--- src/rtl/fpx_pkg.sv ---
package fpx_pkg;

    localparam int REG_W     = 32;
    localparam int EXC_N     = 5;
    localparam int CAUSE_W   = EXC_N + 1;
    localparam int RM_W      = 2;
    localparam int RM_LSB    = 0;
    localparam int FLAG_LSB  = RM_LSB + RM_W;
    localparam int EN_LSB    = FLAG_LSB + EXC_N;
    localparam int CAUSE_LSB = EN_LSB + EXC_N;
    localparam int USED_W    = CAUSE_LSB + CAUSE_W;

    typedef logic [EXC_N-1:0] exc_mask_t;

    typedef struct packed {
        logic      err;
        exc_mask_t mask;
    } exc_vec_t;

    typedef enum logic [RM_W-1:0] {
        RND_NEAREST = 2'b00,
        RND_ZERO    = 2'b01
    } rnd_t;

    typedef struct packed {
        exc_vec_t        cause;
        exc_mask_t       enable;
        exc_mask_t       flags;
        logic [RM_W-1:0] rm;
    } csr_fields_t;

    function automatic rnd_t rnd_decode(logic [RM_W-1:0] raw);
        return (raw == RND_ZERO) ? RND_ZERO : RND_NEAREST;
    endfunction

    function automatic logic [REG_W-1:0] pack_csr(csr_fields_t f);
        return {{(REG_W-USED_W){1'b0}}, f};
    endfunction

endpackage

--- src/rtl/fpx_cause_reg.sv ---
module fpx_cause_reg
    import fpx_pkg::*;
(
    input  logic     clk,
    input  logic     rst,
    input  logic     op_start,
    input  logic     op_done,
    input  exc_vec_t op_exc,
    input  logic     wr_en,
    input  exc_vec_t wr_val,
    output exc_vec_t q
);

    exc_vec_t base;
    exc_vec_t add;

    always_comb begin
        base = op_start ? exc_vec_t'('0) : q;
        add  = op_done  ? op_exc        : exc_vec_t'('0);
    end

    always_ff @(posedge clk) begin
        if (rst)        q <= '0;
        else if (wr_en) q <= wr_val;
        else            q <= base | add;
    end

    assert_cause_clear_R2: assert property (@(posedge clk) disable iff (rst)
        (op_start && !op_done && !wr_en) |=> (q == '0));

endmodule

--- src/rtl/fpx_flag_reg.sv ---
module fpx_flag_reg
    import fpx_pkg::*;
(
    input  logic      clk,
    input  logic      rst,
    input  logic      op_done,
    input  exc_mask_t set_mask,
    input  logic      wr_en,
    input  exc_mask_t wr_val,
    output exc_mask_t q
);

    always_ff @(posedge clk) begin
        if (rst)          q <= '0;
        else if (wr_en)   q <= wr_val;
        else if (op_done) q <= q | set_mask;
    end

    assert_flag_sticky_R4: assert property (@(posedge clk) disable iff (rst)
        (!wr_en) |=> ((q & $past(q)) == $past(q)));

endmodule

--- src/rtl/fpx_field_reg.sv ---
module fpx_field_reg #(
    parameter int W = 1
) (
    input  logic         clk,
    input  logic         rst,
    input  logic         wr_en,
    input  logic [W-1:0] wr_val,
    output logic [W-1:0] q
);

    always_ff @(posedge clk) begin
        if (rst)        q <= '0;
        else if (wr_en) q <= wr_val;
    end

endmodule

--- src/rtl/fpx_trap.sv ---
module fpx_trap
    import fpx_pkg::*;
(
    input  exc_vec_t  cause,
    input  exc_mask_t enable,
    output logic      trap
);

    exc_mask_t armed;

    always_comb begin
        armed = cause.mask & enable;
        trap  = cause.err | (|armed);
    end

endmodule

--- src/rtl/fpx_status_reg.sv ---
module fpx_status_reg
    import fpx_pkg::*;
(
    input  logic        clk,
    input  logic        rst,
    input  logic        op_start,
    input  logic        op_done,
    input  logic [5:0]  op_exc,
    input  logic        cpu_wr_en,
    input  logic [31:0] cpu_wr_data,
    output logic [31:0] cpu_rd_data,
    output logic [1:0]  rnd_mode,
    output logic        trap_req
);

    csr_fields_t wr_f;
    csr_fields_t cur_f;
    exc_vec_t    exc_in;
    logic        unused_hi;

    assign wr_f      = csr_fields_t'(cpu_wr_data[USED_W-1:0]);
    assign unused_hi = ^cpu_wr_data[REG_W-1:USED_W];
    assign exc_in    = exc_vec_t'(op_exc);

    fpx_cause_reg u_cause (
        .clk      (clk),
        .rst      (rst),
        .op_start (op_start),
        .op_done  (op_done),
        .op_exc   (exc_in),
        .wr_en    (cpu_wr_en),
        .wr_val   (wr_f.cause),
        .q        (cur_f.cause)
    );

    fpx_flag_reg u_flags (
        .clk      (clk),
        .rst      (rst),
        .op_done  (op_done),
        .set_mask (exc_in.mask),
        .wr_en    (cpu_wr_en),
        .wr_val   (wr_f.flags),
        .q        (cur_f.flags)
    );

    fpx_field_reg #(.W(EXC_N)) u_enable (
        .clk    (clk),
        .rst    (rst),
        .wr_en  (cpu_wr_en),
        .wr_val (wr_f.enable),
        .q      (cur_f.enable)
    );

    fpx_field_reg #(.W(RM_W)) u_rm (
        .clk    (clk),
        .rst    (rst),
        .wr_en  (cpu_wr_en),
        .wr_val (wr_f.rm),
        .q      (cur_f.rm)
    );

    fpx_trap u_trap (
        .cause  (cur_f.cause),
        .enable (cur_f.enable),
        .trap   (trap_req)
    );

    assign cpu_rd_data = pack_csr(cur_f);
    assign rnd_mode    = rnd_decode(cur_f.rm);

    assert_err_trap_R6: assert property (@(posedge clk) disable iff (rst)
        (op_done && op_exc[5] && !cpu_wr_en) |=> trap_req);

    assert_enabled_trap_R7: assert property (@(posedge clk) disable iff (rst)
        (op_done && !cpu_wr_en && |(op_exc[4:0] & cpu_rd_data[11:7])) |=> trap_req);

    assert_cpu_wins_R10: assert property (@(posedge clk) disable iff (rst)
        cpu_wr_en |=> (cpu_rd_data[17:0] == $past(cpu_wr_data[17:0])));

    assert_rnd_zero_R11: assert property (@(posedge clk) disable iff (rst)
        (cpu_wr_en && cpu_wr_data[1:0] == 2'b01) |=> (rnd_mode == 2'b01));

endmodule

--- config.mk ---
export PLATFORM = sky130hd
export DESIGN_NAME = fpx_status_reg
export DESIGN_NICKNAME = d
export VERILOG_FILES = /design/src/rtl/fpx_pkg.sv /design/src/rtl/fpx_cause_reg.sv /design/src/rtl/fpx_flag_reg.sv /design/src/rtl/fpx_field_reg.sv /design/src/rtl/fpx_trap.sv /design/src/rtl/fpx_status_reg.sv
export SDC_FILE = /design/constraint.sdc
export NUM_CORES = 1
export LEC_CHECK = 0
export ABC_AREA = 0
export CAP_MARGIN = 20
export CORE_MARGIN = 2
export CORE_UTILIZATION = 28
export DETAILED_ROUTE_END_ITERATION = 12
export PLACE_DENSITY = 0.85
export SETUP_SLACK_MARGIN = 0.5
export SYNTH_ARGS = -nofsm -noshare
export SYNTH_HDL_FRONTEND = slang
export SYNTH_SLANG_ARGS = --single-unit
--- constraint.sdc ---
create_clock -name clk -period 0.8 [get_ports clk]
set_input_delay 0.16 -clock clk [delete_from_list [all_inputs] [get_ports clk]]
set_output_delay 0.16 -clock clk [all_outputs]
set_load 0.03 [all_outputs]
==> run_summary.xml <==
<?xml version="1.0" encoding="UTF-8"?>
<metrics>
  <group name="placement">
    <metric name="post_dp_cell_area" unit="µm²">1580</metric>
    <metric name="gpl.final_weighted_congestion" unit="">0.836</metric>
    <metric name="post-place-ws" unit="ns">-0.605</metric>
    <metric name="dp_hpwl" unit="µm">2030</metric>
    <metric name="io_buffers" unit="">48</metric>
  </group>
  <group name="grt">
    <metric name="grt_max_degree" unit="">17</metric>
    <metric name="wire_length_of_the_first_global_routing_pass" unit="µm">4150</metric>
    <metric name="globalRoute.totalOverflow" unit="">0</metric>
    <metric name="total_routing_usage_gr" unit="">0.154</metric>
    <metric name="first_global_vias" unit="">980</metric>
    <metric name="grt_antenna_before_repair" unit="">0</metric>
  </group>
  <group name="layout">
    <metric name="layout.nets" unit="">214</metric>
    <metric name="layout-drive-gt1-share" unit="">0.586</metric>
    <metric name="flow.area_growth_from_synthesis" unit="%">105</metric>
    <metric name="finalInstanceArea" unit="µm²">1880</metric>
    <metric name="antenna-diode-count" unit="">0</metric>
  </group>
  <group name="worst_setup_path">
    <metric name="timing.critical_path.from" unit="">u_cause.q[3]</metric>
    <metric name="cp_slowest_stage_delay" unit="ns">0.35</metric>
    <metric name="path_cells" unit="">a22oi_2, nand3_4, buf_6</metric>
    <metric name="worst_r2r_startpoint" unit="">u_cause.q[2]</metric>
    <metric name="r2r_cells" unit="">4</metric>
    <metric name="crit_fanout" unit="">2</metric>
    <metric name="critical_path_arrival" unit="ns">1.10</metric>
    <metric name="worstPathRequired" unit="ns">0.64</metric>
    <metric name="critPathKind" unit="">flip-flop to output port</metric>
    <metric name="critical_path.n_buffers_inverters" unit="">1</metric>
    <metric name="reg2reg_slack" unit="ns">-0.15</metric>
    <metric name="critical_path.reg2reg.endpoint" unit="">u_cause.q[2]</metric>
    <metric name="setup.worst_path.end_class" unit="">output port</metric>
    <metric name="critical_path.top_delay_family" unit="">flip-flops</metric>
    <metric name="critPathSlowestCell" unit="">sky130_fd_sc_hd__dfxtp_4</metric>
    <metric name="crit_path_start_kind" unit="">flip-flop</metric>
  </group>
  <group name="floorplan">
    <metric name="rows" unit="">20</metric>
    <metric name="die_area" unit="µm²">3750</metric>
    <metric name="die_w" unit="µm">61.3</metric>
    <metric name="initial_core_util" unit="">0.298</metric>
    <metric name="top_level_ports" unit="">78</metric>
    <metric name="die_height" unit="µm">61.3</metric>
    <metric name="core_region_area" unit="µm²">3080</metric>
  </group>
  <group name="sta">
    <metric name="clock.fmax" unit="GHz">0.794</metric>
    <metric name="timing.final.setup_violations" unit="">26</metric>
    <metric name="report.final.hold_viol_count" unit="">0</metric>
    <metric name="min_period_over_period" unit="">1.57</metric>
    <metric name="rsz_0062_raised_after_global_routing" unit="">yes</metric>
    <metric name="setup_ws" unit="ns">-0.459</metric>
    <metric name="drv_slew" unit="">0</metric>
    <metric name="timing.clock.skew" unit="ns">0</metric>
    <metric name="final.min_clock_period" unit="ns">1.26</metric>
  </group>
  <group name="drt">
    <metric name="route.final.wire_length" unit="µm">2690</metric>
    <metric name="dr.first_iter.drc_count" unit="">19</metric>
    <metric name="drt-pass1-iter-count" unit="">4</metric>
    <metric name="drtAntennaViolNets" unit="">0</metric>
    <metric name="ratio_of_routed_vias_to_standard_cells" unit="">4.18</metric>
    <metric name="routed_wire_length_per_instance" unit="µm">12.6</metric>
    <metric name="detail_route.drc_violations" unit="">0</metric>
    <metric name="num_vias" unit="">890</metric>
  </group>
  <group name="cts">
    <metric name="clock_insertion_delay_worst_skew" unit="ns">0.29</metric>
    <metric name="clk_pin_slew" unit="ns">0.09</metric>
    <metric name="tritoncts_num_sinks" unit="">18</metric>
    <metric name="cts_htree_levels" unit="">1</metric>
    <metric name="cts_tree" unit="">yes</metric>
    <metric name="post_cts_hold_buffer_count" unit="">0</metric>
    <metric name="clock-root-buffer" unit="">sky130_fd_sc_hd__clkbuf_4</metric>
    <metric name="clock_tree.buffer_depth" unit="">2</metric>
    <metric name="total_cts_buffers" unit="">3</metric>
  </group>
  <group name="power">
    <metric name="power" unit="mW">2.44</metric>
    <metric name="irDropWorstVdd" unit="mV">0.485</metric>
    <metric name="cellLeakagePower" unit="nW">0.838</metric>
    <metric name="powerDensity" unit="nW/µm²">1300</metric>
  </group>
  <group name="logic_synthesis">
    <metric name="netlist_area" unit="µm²">918</metric>
    <metric name="synth.ff_latch_count" unit="">18</metric>
    <metric name="synthesis.instances" unit="">97</metric>
    <metric name="ys_seq_area_frac" unit="">0.392</metric>
    <metric name="ys_types" unit="">18</metric>
    <metric name="postSynthAreaPerCell" unit="µm²">9.47</metric>
    <metric name="synthesis.yosys.warnings" unit="">0</metric>
  </group>
  <group name="run">
    <metric name="cap_violations" unit="">0</metric>
  </group>
  <group name="outcome">
    <metric name="failed_checks" unit="">setup timing</metric>
    <metric name="run_status" unit="">finished, violations left</metric>
  </group>
  <group name="hold_path">
    <metric name="hold_depth" unit="">3</metric>
    <metric name="holdCritPathClass" unit="">input pin to flip-flop</metric>
    <metric name="min_to" unit="">u_flags.q[0]</metric>
    <metric name="worst_hold_startpoint" unit="">op_exc[0]</metric>
  </group>
</metrics>
[placed cells by master (no fill, tap or decap), types with 2 or more instances in the layout]
master	instances
sky130_fd_sc_hd__buf_6	41
sky130_fd_sc_hd__clkdlybuf4s50_1	19
sky130_fd_sc_hd__dfxtp_4	18
sky130_fd_sc_hd__conb_1	15
sky130_fd_sc_hd__dlygate4sd2_1	8
sky130_fd_sc_hd__mux2i_1	7
sky130_fd_sc_hd__nor2_1	7
sky130_fd_sc_hd__nor2b_1	6
sky130_fd_sc_hd__inv_1	5
sky130_fd_sc_hd__nand2_2	5
sky130_fd_sc_hd__a221oi_2	5
sky130_fd_sc_hd__nand2b_4	5
sky130_fd_sc_hd__a311oi_2	5
sky130_fd_sc_hd__nor2_2	4
sky130_fd_sc_hd__clkbuf_4	3
sky130_fd_sc_hd__buf_4	3
sky130_fd_sc_hd__a22oi_2	2
sky130_fd_sc_hd__buf_12	2
[cell type report]
class	count	area (µm²)
clock buffers	3	22.5
fillers	265	1190
inverters	6	22.5
multi-input cells	68	561
flip-flops and latches	18	428
well taps	44	55.1
repair buffers	74	796
[flip-flops by register name (all words and copies together), names as in the netlist]
name        cells
u_enable.q      5
u_flags.q       5
u_cause.q       6
u_rm.q          2
[report_power, final]
group          switching, mW  internal (mW)
combinational          0.486          0.514
sequential            0.0565          0.944
clock                  0.267          0.175
total                  0.810           1.63
[worst reg2reg max path, cell delays in order, from the launching register on]
cell	delay, ns
sky130_fd_sc_hd__dfxtp_4	0.37
sky130_fd_sc_hd__buf_6	0.10
sky130_fd_sc_hd__buf_6	0.09
sky130_fd_sc_hd__nand2b_4	0.05
sky130_fd_sc_hd__a311oi_2	0.26
[stage by stage]
step	util	hold slack [ns]	setup TNS, ns	cells
6_report	0.612	0.282	-5.04	213
5_1_grt	0.612	0.283	-6.14	213
4_1_cts	0.583	0.266	-5.15	209
3_3_place_gp	0.512	0.495	-9.72	200
3_5_place_dp	0.512	0.513	-10.18	200
2_1_floorplan	-	0.305	-0.0951	111
[layer usage]
metal / GRT usage / part of all wire / wire [µm]
met2: 0.299 / 0.53 / 1410
met4: 0.0559 / 0.011 / 29
met3: 0.0252 / 0.063 / 170
met1: 0.163 / 0.40 / 1080
met5: 0 / 0 / 0
[worst max path at each step]
stage	end	slack [ns]	cells past startpoint
detailed placement	u_flags.q[4]	-0.60	4
CTS	trap_req	-0.48	3
floorplan	trap_req	-0.1	2
finish	trap_req	-0.46	3
global placement	trap_req	-0.58	3
global route	trap_req	-0.51	3
[synth_stat cells]
master                     count  area share
sky130_fd_sc_hd__buf_4        16        0.13
sky130_fd_sc_hd__conb_1        1      0.0041
sky130_fd_sc_hd__inv_2         1      0.0041
sky130_fd_sc_hd__nor2b_1       7       0.048
sky130_fd_sc_hd__mux2i_1       7       0.076
sky130_fd_sc_hd__a21oi_1       1      0.0054
sky130_fd_sc_hd__buf_6         1       0.012
sky130_fd_sc_hd__inv_1         5       0.020
sky130_fd_sc_hd__a311oi_1      3       0.029
sky130_fd_sc_hd__a22oi_1       2       0.016
sky130_fd_sc_hd__a311oi_2      3       0.049
sky130_fd_sc_hd__a221oi_2      5       0.082
sky130_fd_sc_hd__dfxtp_1      18        0.39
sky130_fd_sc_hd__nand2_1       6       0.025
sky130_fd_sc_hd__buf_2         2       0.011
sky130_fd_sc_hd__nand2b_1      6       0.041
sky130_fd_sc_hd__nor2_1       12       0.049
sky130_fd_sc_hd__nand3_1       1      0.0054
[cells by family (layout without fill, tap and decap cells)]
family / count (synthesis) / count (layout) / synth area share
buffers and inverters: 25 / 83 / 0.178
other: 1 / 15 / 0.00408
AO/OA/AOI/OAI: 14 / 14 / 0.181
flip-flops: 18 / 18 / 0.392
multiplexers: 7 / 7 / 0.0763
AND/OR/NAND/NOR: 32 / 32 / 0.168
[what timing repair did]
| item | in CTS | in global routing |
|---|---|---|
| setup endpoints to repair | 38 | 38 |
| pin swaps | 9 | 8 |
| setup buffers | 6 | 4 |
| gates resized for setup | 59 | 12 |
No activity file was read; power rests on OpenSTA's default activity.
